### src/rtl/icyc_pkg.sv
// Shared phase encoding and opcode helpers for the instruction cycle controller.
// Assumes a 4-bit opcode in the top bits of the instruction word.
package icyc_pkg;

    typedef enum logic [3:0] {
        PH_F_ADDR  = 4'd0,
        PH_F_READ  = 4'd1,
        PH_F_LOAD  = 4'd2,
        PH_DECODE  = 4'd3,
        PH_O_ADDR  = 4'd4,
        PH_O_READ  = 4'd5,
        PH_EXEC    = 4'd6,
        PH_O_STORE = 4'd7,
        PH_INT     = 4'd8
    } phase_e;

    localparam logic [3:0] OP_BR  = 4'd1;
    localparam logic [3:0] OP_LD  = 4'd2;
    localparam logic [3:0] OP_ST  = 4'd3;
    localparam logic [3:0] OP_IN  = 4'd4;
    localparam logic [3:0] OP_OUT = 4'd5;
    localparam logic [3:0] OP_MVA = 4'd6;
    localparam logic [3:0] OP_MVB = 4'd7;
    localparam logic [3:0] OP_RET = 4'd8;

    // True for opcodes that address the I/O space
    function automatic logic op_is_io(input logic [3:0] op);
        return (op == OP_IN) || (op == OP_OUT);
    endfunction

    // True for opcodes that write to the bus
    function automatic logic op_is_store(input logic [3:0] op);
        return (op == OP_ST) || (op == OP_OUT);
    endfunction

    // True for opcodes that move an operand over the bus
    function automatic logic op_is_xfer(input logic [3:0] op);
        return (op == OP_LD) || (op == OP_ST) || (op == OP_IN) || (op == OP_OUT);
    endfunction

endpackage

### src/rtl/icyc_seq.sv
// Phase sequencer: steps through the fetch, decode, operand and interrupt-test phases.
// Assumes the opcode input is stable from the decode phase onwards.
module icyc_seq
    import icyc_pkg::*;
(
    input  logic       clk,
    input  logic       rst_n,
    input  logic [3:0] opc,
    output phase_e     phase
);

    phase_e nxt;

    // Phase register with synchronous reset to the first fetch phase
    always_ff @(posedge clk) begin
        if (!rst_n) phase <= PH_F_ADDR;
        else        phase <= nxt;
    end

    // Next-phase selection from the current phase and the decoded opcode
    always_comb begin
        nxt = PH_F_ADDR;
        unique case (phase)
            PH_F_ADDR:  nxt = PH_F_READ;
            PH_F_READ:  nxt = PH_F_LOAD;
            PH_F_LOAD:  nxt = PH_DECODE;
            PH_DECODE:  nxt = op_is_xfer(opc) ? PH_O_ADDR : PH_EXEC;
            PH_O_ADDR:  nxt = op_is_store(opc) ? PH_O_STORE : PH_O_READ;
            PH_O_READ:  nxt = PH_EXEC;
            PH_EXEC:    nxt = PH_INT;
            PH_O_STORE: nxt = PH_INT;
            PH_INT:     nxt = PH_F_ADDR;
            default:    nxt = PH_F_ADDR;
        endcase
    end

    // a fetch read is always preceded by the address-load phase
    a_r1_addr_before_read: assert property (@(posedge clk) disable iff (!rst_n)
        (phase == PH_F_READ) |-> ($past(phase) == PH_F_ADDR));

endmodule

### src/rtl/icyc_strobe.sv
// Bus strobe encoder: turns the phase and opcode into space, direction and output enable.
// Assumes idle cycles keep the space select at memory, with dir and oe low.
module icyc_strobe
    import icyc_pkg::*;
(
    input  phase_e     phase,
    input  logic [3:0] opc,
    output logic       iom,
    output logic       rw,
    output logic       oe,
    output logic       use_ioar
);

    // Strobe encoding for each phase
    always_comb begin
        iom      = 1'b1;
        rw       = 1'b0;
        oe       = 1'b0;
        use_ioar = 1'b0;
        case (phase)
            PH_F_READ: oe = 1'b1;
            PH_O_READ: begin
                oe       = 1'b1;
                iom      = !op_is_io(opc);
                use_ioar = op_is_io(opc);
            end
            PH_O_STORE: begin
                rw       = 1'b1;
                iom      = !op_is_io(opc);
                use_ioar = op_is_io(opc);
            end
            default: ;
        endcase
    end

    // Checks on the strobe combinations
    always_comb begin
        a_r6_no_read_and_write: assert (!(rw && oe));
        a_r5_io_space_only_io_ops: assert (iom || op_is_io(opc));
    end

endmodule

### src/rtl/icyc_dpath.sv
// Register datapath: PC, MAR, MBR, IR, I/O address, accumulator, B, saved PC and mask flag.
// Assumes the bus read data is valid in the phases where oe is high.
module icyc_dpath
    import icyc_pkg::*;
#(
    parameter int ADR_W = 12,
    parameter int WORD_W = 16,
    parameter logic [ADR_W-1:0] HANDLER_ADDR = '0,
    parameter logic [ADR_W-1:0] RESET_PC = '0
) (
    input  logic              clk,
    input  logic              rst_n,
    input  phase_e            phase,
    input  logic              irq_req,
    input  logic              use_ioar,
    input  logic [WORD_W-1:0] rdata,
    output logic [3:0]        opc,
    output logic [ADR_W-1:0]  addr,
    output logic [WORD_W-1:0] wdata
);

    localparam int OPC_LSB = WORD_W - 4;

    logic [ADR_W-1:0]  pc, mar, ioar, saved;
    logic [WORD_W-1:0] mbr, ir, acc, breg;
    logic              ien;
    logic              take;
    logic [ADR_W-1:0]  operand;

    assign opc     = ir[WORD_W-1:OPC_LSB];
    assign operand = ir[ADR_W-1:0];
    assign take    = (phase == PH_INT) && irq_req && ien;
    assign addr    = use_ioar ? ioar : mar;
    assign wdata   = mbr;

    // Program counter, saved context and interrupt mask
    always_ff @(posedge clk) begin
        if (!rst_n) begin
            pc    <= RESET_PC;
            saved <= '0;
            ien   <= 1'b1;
        end else if (phase == PH_F_READ) begin
            pc <= pc + 1'b1;
        end else if (phase == PH_EXEC && opc == OP_BR) begin
            pc <= operand;
        end else if (phase == PH_EXEC && opc == OP_RET) begin
            pc  <= saved;
            ien <= 1'b1;
        end else if (take) begin
            saved <= pc;
            pc    <= HANDLER_ADDR;
            ien   <= 1'b0;
        end
    end

    // Bus-side registers and the working registers
    always_ff @(posedge clk) begin
        if (!rst_n) begin
            mar  <= '0;
            ioar <= '0;
            mbr  <= '0;
            ir   <= '0;
            acc  <= '0;
            breg <= '0;
        end else begin
            case (phase)
                PH_F_ADDR: mar <= pc;
                PH_F_READ: mbr <= rdata;
                PH_F_LOAD: ir  <= mbr;
                PH_O_ADDR: begin
                    if (op_is_io(opc)) ioar <= operand;
                    else               mar  <= operand;
                    if (op_is_store(opc)) mbr <= acc;
                end
                PH_O_READ: mbr <= rdata;
                PH_EXEC: begin
                    if (opc == OP_LD || opc == OP_IN) acc  <= mbr;
                    if (opc == OP_MVA)                breg <= acc;
                    if (opc == OP_MVB)                acc  <= breg;
                end
                default: ;
            endcase
        end
    end

    // one increment per fetch
    a_r2_pc_step: assert property (@(posedge clk) disable iff (!rst_n)
        (phase == PH_F_LOAD) |-> (pc == ADR_W'($past(pc) + 1'b1)));

    // IR takes the buffer value one cycle after capture
    a_r1_ir_from_mbr: assert property (@(posedge clk) disable iff (!rst_n)
        (phase == PH_DECODE) |-> (ir == $past(mbr)));

    // branch target comes from the operand field
    a_r7_branch_target: assert property (@(posedge clk) disable iff (!rst_n)
        (phase == PH_INT && $past(phase) == PH_EXEC && $past(opc) == OP_BR)
        |-> (pc == $past(operand)));

    // entry closes the mask and goes to the handler
    a_r9_entry_masks: assert property (@(posedge clk) disable iff (!rst_n)
        $past(take) |-> (!ien && pc == HANDLER_ADDR));

    // return restores the context and reopens the mask
    a_r10_return_unmasks: assert property (@(posedge clk) disable iff (!rst_n)
        (phase == PH_INT && $past(phase) == PH_EXEC && $past(opc) == OP_RET)
        |-> (ien && pc == $past(saved)));

endmodule

### src/rtl/icyc_ctrl.sv
// Instruction cycle bus controller top: sequencer, strobe encoder and datapath.
// Assumes the external bus returns read data combinationally while oe is high.
module icyc_ctrl
    import icyc_pkg::*;
#(
    parameter int ADR_W = 12,
    parameter int WORD_W = 16,
    parameter logic [ADR_W-1:0] HANDLER_ADDR = 12'h100,
    parameter logic [ADR_W-1:0] RESET_PC = '0
) (
    input  logic              clk,
    input  logic              rst_n,
    input  logic              irq,
    input  logic              irq_en,
    input  logic [WORD_W-1:0] bus_rdata,
    output logic [WORD_W-1:0] bus_wdata,
    output logic [ADR_W-1:0]  bus_addr,
    output logic              bus_iom,
    output logic              bus_rw,
    output logic              bus_oe
);

    phase_e     phase;
    logic [3:0] opc;
    logic       use_ioar;

    icyc_seq u_seq (
        .clk   (clk),
        .rst_n (rst_n),
        .opc   (opc),
        .phase (phase)
    );

    icyc_strobe u_strobe (
        .phase    (phase),
        .opc      (opc),
        .iom      (bus_iom),
        .rw       (bus_rw),
        .oe       (bus_oe),
        .use_ioar (use_ioar)
    );

    icyc_dpath #(
        .ADR_W        (ADR_W),
        .WORD_W       (WORD_W),
        .HANDLER_ADDR (HANDLER_ADDR),
        .RESET_PC     (RESET_PC)
    ) u_dpath (
        .clk      (clk),
        .rst_n    (rst_n),
        .phase    (phase),
        .irq_req  (irq && irq_en),
        .use_ioar (use_ioar),
        .rdata    (bus_rdata),
        .opc      (opc),
        .addr     (bus_addr),
        .wdata    (bus_wdata)
    );

    // the bus stays quiet during reset
    a_r12_reset_quiet: assert property (@(posedge clk)
        (!rst_n) |-> (!bus_rw && !bus_oe));

endmodule

### config.mk
export PLATFORM = sky130hd
export DESIGN_NAME = icyc_ctrl
export DESIGN_NICKNAME = d
export VERILOG_FILES = /design/src/rtl/icyc_pkg.sv /design/src/rtl/icyc_seq.sv /design/src/rtl/icyc_strobe.sv /design/src/rtl/icyc_dpath.sv /design/src/rtl/icyc_ctrl.sv
export SDC_FILE = /design/constraint.sdc
export NUM_CORES = 1
export LEC_CHECK = 0
export ABC_AREA = 1
export BUFFER_PORTS_ARGS = -buffer_cell sky130_fd_sc_hd__buf_2
export CAP_MARGIN = 10
export CORE_AREA = 2 2 114 116
export DETAILED_ROUTE_END_ITERATION = 7
export DIE_AREA = 0 0 116 118
export SYNTH_ARGS = -nofsm -noshare
export SYNTH_HDL_FRONTEND = slang
export SYNTH_SLANG_ARGS = --single-unit
### constraint.sdc
create_clock -name clk -period 3.4 [get_ports clk]
set_clock_uncertainty 0.1 [all_clocks]
set_input_delay 0.68 -clock clk [delete_from_list [all_inputs] [get_ports clk]]
set_output_delay 0.68 -clock clk [all_outputs]
set_load 0.05 [all_outputs]
==> metrics.txt <==
filler instances 1,240; FF-to-FF End u_dpath.ioar[8]; Final Non-Filler Cells 1,005; CP Max Fanout 18; Pwr Total 0.00459 W; RSZ-0062 raised after global routing false; WL met2 6.61 mm; Combinational Power Share 0.245; Distinct cells, synth 31; NumNets Final 843; metal3 WL 705 um; synthesized flop and latch total 117; DR vias/cell 5.16; Worst Hold Depth 2; Final Cycle Share 0.854; status completed; kind of critical path reg2out; relative slew slack 0.431; area of the multi-input gates 2570 sq um; Max-cap violations 0; CTS buffer count 17; Slowest-stage cell, CP mux2_2; critical path, cell by cell inv_2, nand2_1, nor2_1, nand3_2, mux2_2, buf_2; Routed Antenna Nets 0; cts hold-fix bufs 0; worst vdd rail ir drop 0.478 mV; DR vias 5,189; power density cells 723 nW/um^2; mapped cell area 5470 sq um; initial DRC count 384; commonest non-fill, non-tap cell in the layout nand2_1; share of cells above drive strength 1 0.155; initial core utilization 0.440; cell family with most CP delay simple AND/OR/NAND/NOR gates; Reg2Reg Setup Slack 1170 ps; antenna cells 0; wire length on met1 6.61 mm; dpl ws 948 ps; Post-Syn Nets 811; switching power share of the total 0.346; antenna violations before repair 0; DP Cell Count 975; Hold Crit Start u_dpath.breg[0]; sequential share of the synthesized area 0.428; dpl hpwl 9.84 mm; WP data arrival 2120 ps; clk_lat worst skew 430 ps; final setup vio count 0; cell internal pwr 0.00301 W; leak pwr 2.56 nW; WP buf/inv 2; Clk pwr share 0.389; Die Height 118 um; syn_area_per_cell 6.92 sq um; Yosys warning count 0; vias in the first global route 4,884; Seq pwr share 0.366; core area 12,400 sq um; Critical Path RT 2620 ps; GPL Wtd Cong 0.921; Hold Violations, Final 0; sw power 0.00159 W; routed len/inst 14.3 um; cells after synthesis 790; Area Overhead vs Synth 16.3%; HP Class reg2reg; Top Layer Used met4; final core occ 0.512; crit end category primary output; final worst slack 497 ps; postcts setup bufs 0; CTS tree yes; worst reg2reg startpoint u_seq.phase[0]; most frequent cells in the layout nand2_1 (136), o21ai_0 (127), dfxtp_1 (117); Remaining Overflow, GRT 0; DR DRC count 0; slowest stage delay, CP 390 ps; first-pass GRT wire length 23.8 mm; Max Root-Sink Buffers 2; Final TNS setup 0 ps; hold endpoint u_dpath.breg[0]; H-tree depth 4; worst-margin pin slew 853 ps; total global routing track utilization 0.225; die area 13,700 sq um; Sink Count 117; Final Slew Violations 0; startpoint types flip-flop; FMAX 344 MHz; largest net degree at the start of global routing 87; Rows 41; PortBufs 50; Die Wd 116 um; cts repair resizes 0; Critical Path Stages 6; WL final 14.4 mm; num ports 51; Final Critical Period 2900 ps; Sequential Area 2340 sq um; 1st-pass router iterations 5; clock-pin slew on the worst setup and hold paths 50 ps; Worst Reg-to-Reg Cells 7; CTS Root Cell clkbuf_16
## tightest hold or removal path, cell delays in order (launching register included)
cell and delay, ps:
dfxtp_1 290, inv_1 50, a21oi_1 50
## logic make-up after synthesis
| family | synth area share |
|---|---|
| AOI/OAI and AO/OA | 0.202 |
| and+or+nand+nor | 0.249 |
| buffers and inverters | 0.100 |
| DFF | 0.428 |
| muxes | 0.0144 |
| adders and majority gates | 0.00229 |
| xor gates and xnor gates | 0.00320 |
## flip-flops by register name, indices dropped and copies added (netlist names)
name / count
u_dpath.acc: 16
u_dpath.breg: 16
u_dpath.ir: 16
u_dpath.wdata: 16
u_dpath.ioar: 12
u_dpath.mar: 12
u_dpath.pc: 12
u_dpath.saved: 12
u_seq.phase: 4
u_dpath.ien: 1
## worst max-delay path by stage
stage / slack [ps] / startpoint / end
2_1_floorplan: 340 / u_dpath.ir[15] / bus_addr[0]
3_3_place_gp: 1050 / u_dpath.ir[15] / bus_addr[7]
3_5_place_dp: 950 / u_dpath.ir[15] / bus_addr[7]
4_1_cts: 480 / u_dpath.ir[15] / bus_addr[7]
5_1_grt: 350 / u_dpath.ir[15] / bus_addr[7]
6_report: 500 / u_dpath.ir[15] / bus_addr[9]
## layer usage
layer | vias to the layer above | track usage
li1 | 2617 | -
met1 | 2392 | 0.282
met2 | 148 | 0.353
met3 | 32 | 0.0669
met4 | 0 | 0.103
met5 | - | 0
## cell usage after synthesis
cell        n  share of area
a211oi_1    6         0.0082
a21oi_1    69          0.063
a21oi_2     3         0.0048
buf_2      14          0.013
buf_4       4         0.0055
buf_6       2         0.0041
clkbuf_1   21          0.014
clkbuf_2    2         0.0018
clkinv_1    1        0.00069
dfxtp_1   117           0.43
ha_1        1         0.0023
inv_1      79          0.054
inv_2      10         0.0069
mux2_2      7          0.014
nand2_1   136          0.093
nand2_2    12          0.014
nand2_4     1         0.0021
nand3_1    48          0.044
nand3_2     2         0.0037
nand3_4     1         0.0032
nand4_1     2         0.0023
nor2_1    105          0.072
nor2_2      3         0.0034
nor2_4      4         0.0082
nor3_1      3         0.0027
o211ai_1    1         0.0014
o21ai_0   127           0.12
o21ai_1     5         0.0046
o21ai_2     1         0.0016
o22ai_2     1         0.0023
xor2_1      2         0.0032
## cell type report
class | instances | area share
multi-input cells | 540 | 0.405
flip-flops and latches | 117 | 0.369
clock buffers | 21 | 0.0725
inverters | 90 | 0.0532
repair buffers | 56 | 0.0465
well taps | 172 | 0.0339
clock inverters | 9 | 0.0203
## power by group through the flow
stage	Clock [W]	Sequential (W)	Combinational, W
2_1_floorplan	0	0.00170	0.000861
3_3_place_gp	0	0.00171	0.00111
3_5_place_dp	0	0.00170	0.00113
4_1_cts	0.00182	0.00168	0.00113
5_1_grt	0.00188	0.00170	0.00125
6_report	0.00179	0.00168	0.00113
## through the flow
| step | hold slack, ps | instance area, sq um |
|---|---|---|
| 3_3_place_gp | 334 | 5770 |
| 4_1_cts | 349 | 6350 |
| 3_5_place_dp | 340 | 5770 |
| 2_1_floorplan | 324 | 5470 |
| 5_1_grt | 361 | 6350 |
| 6_report | 347 | 6350 |
(Power assumes the default switching activity.)
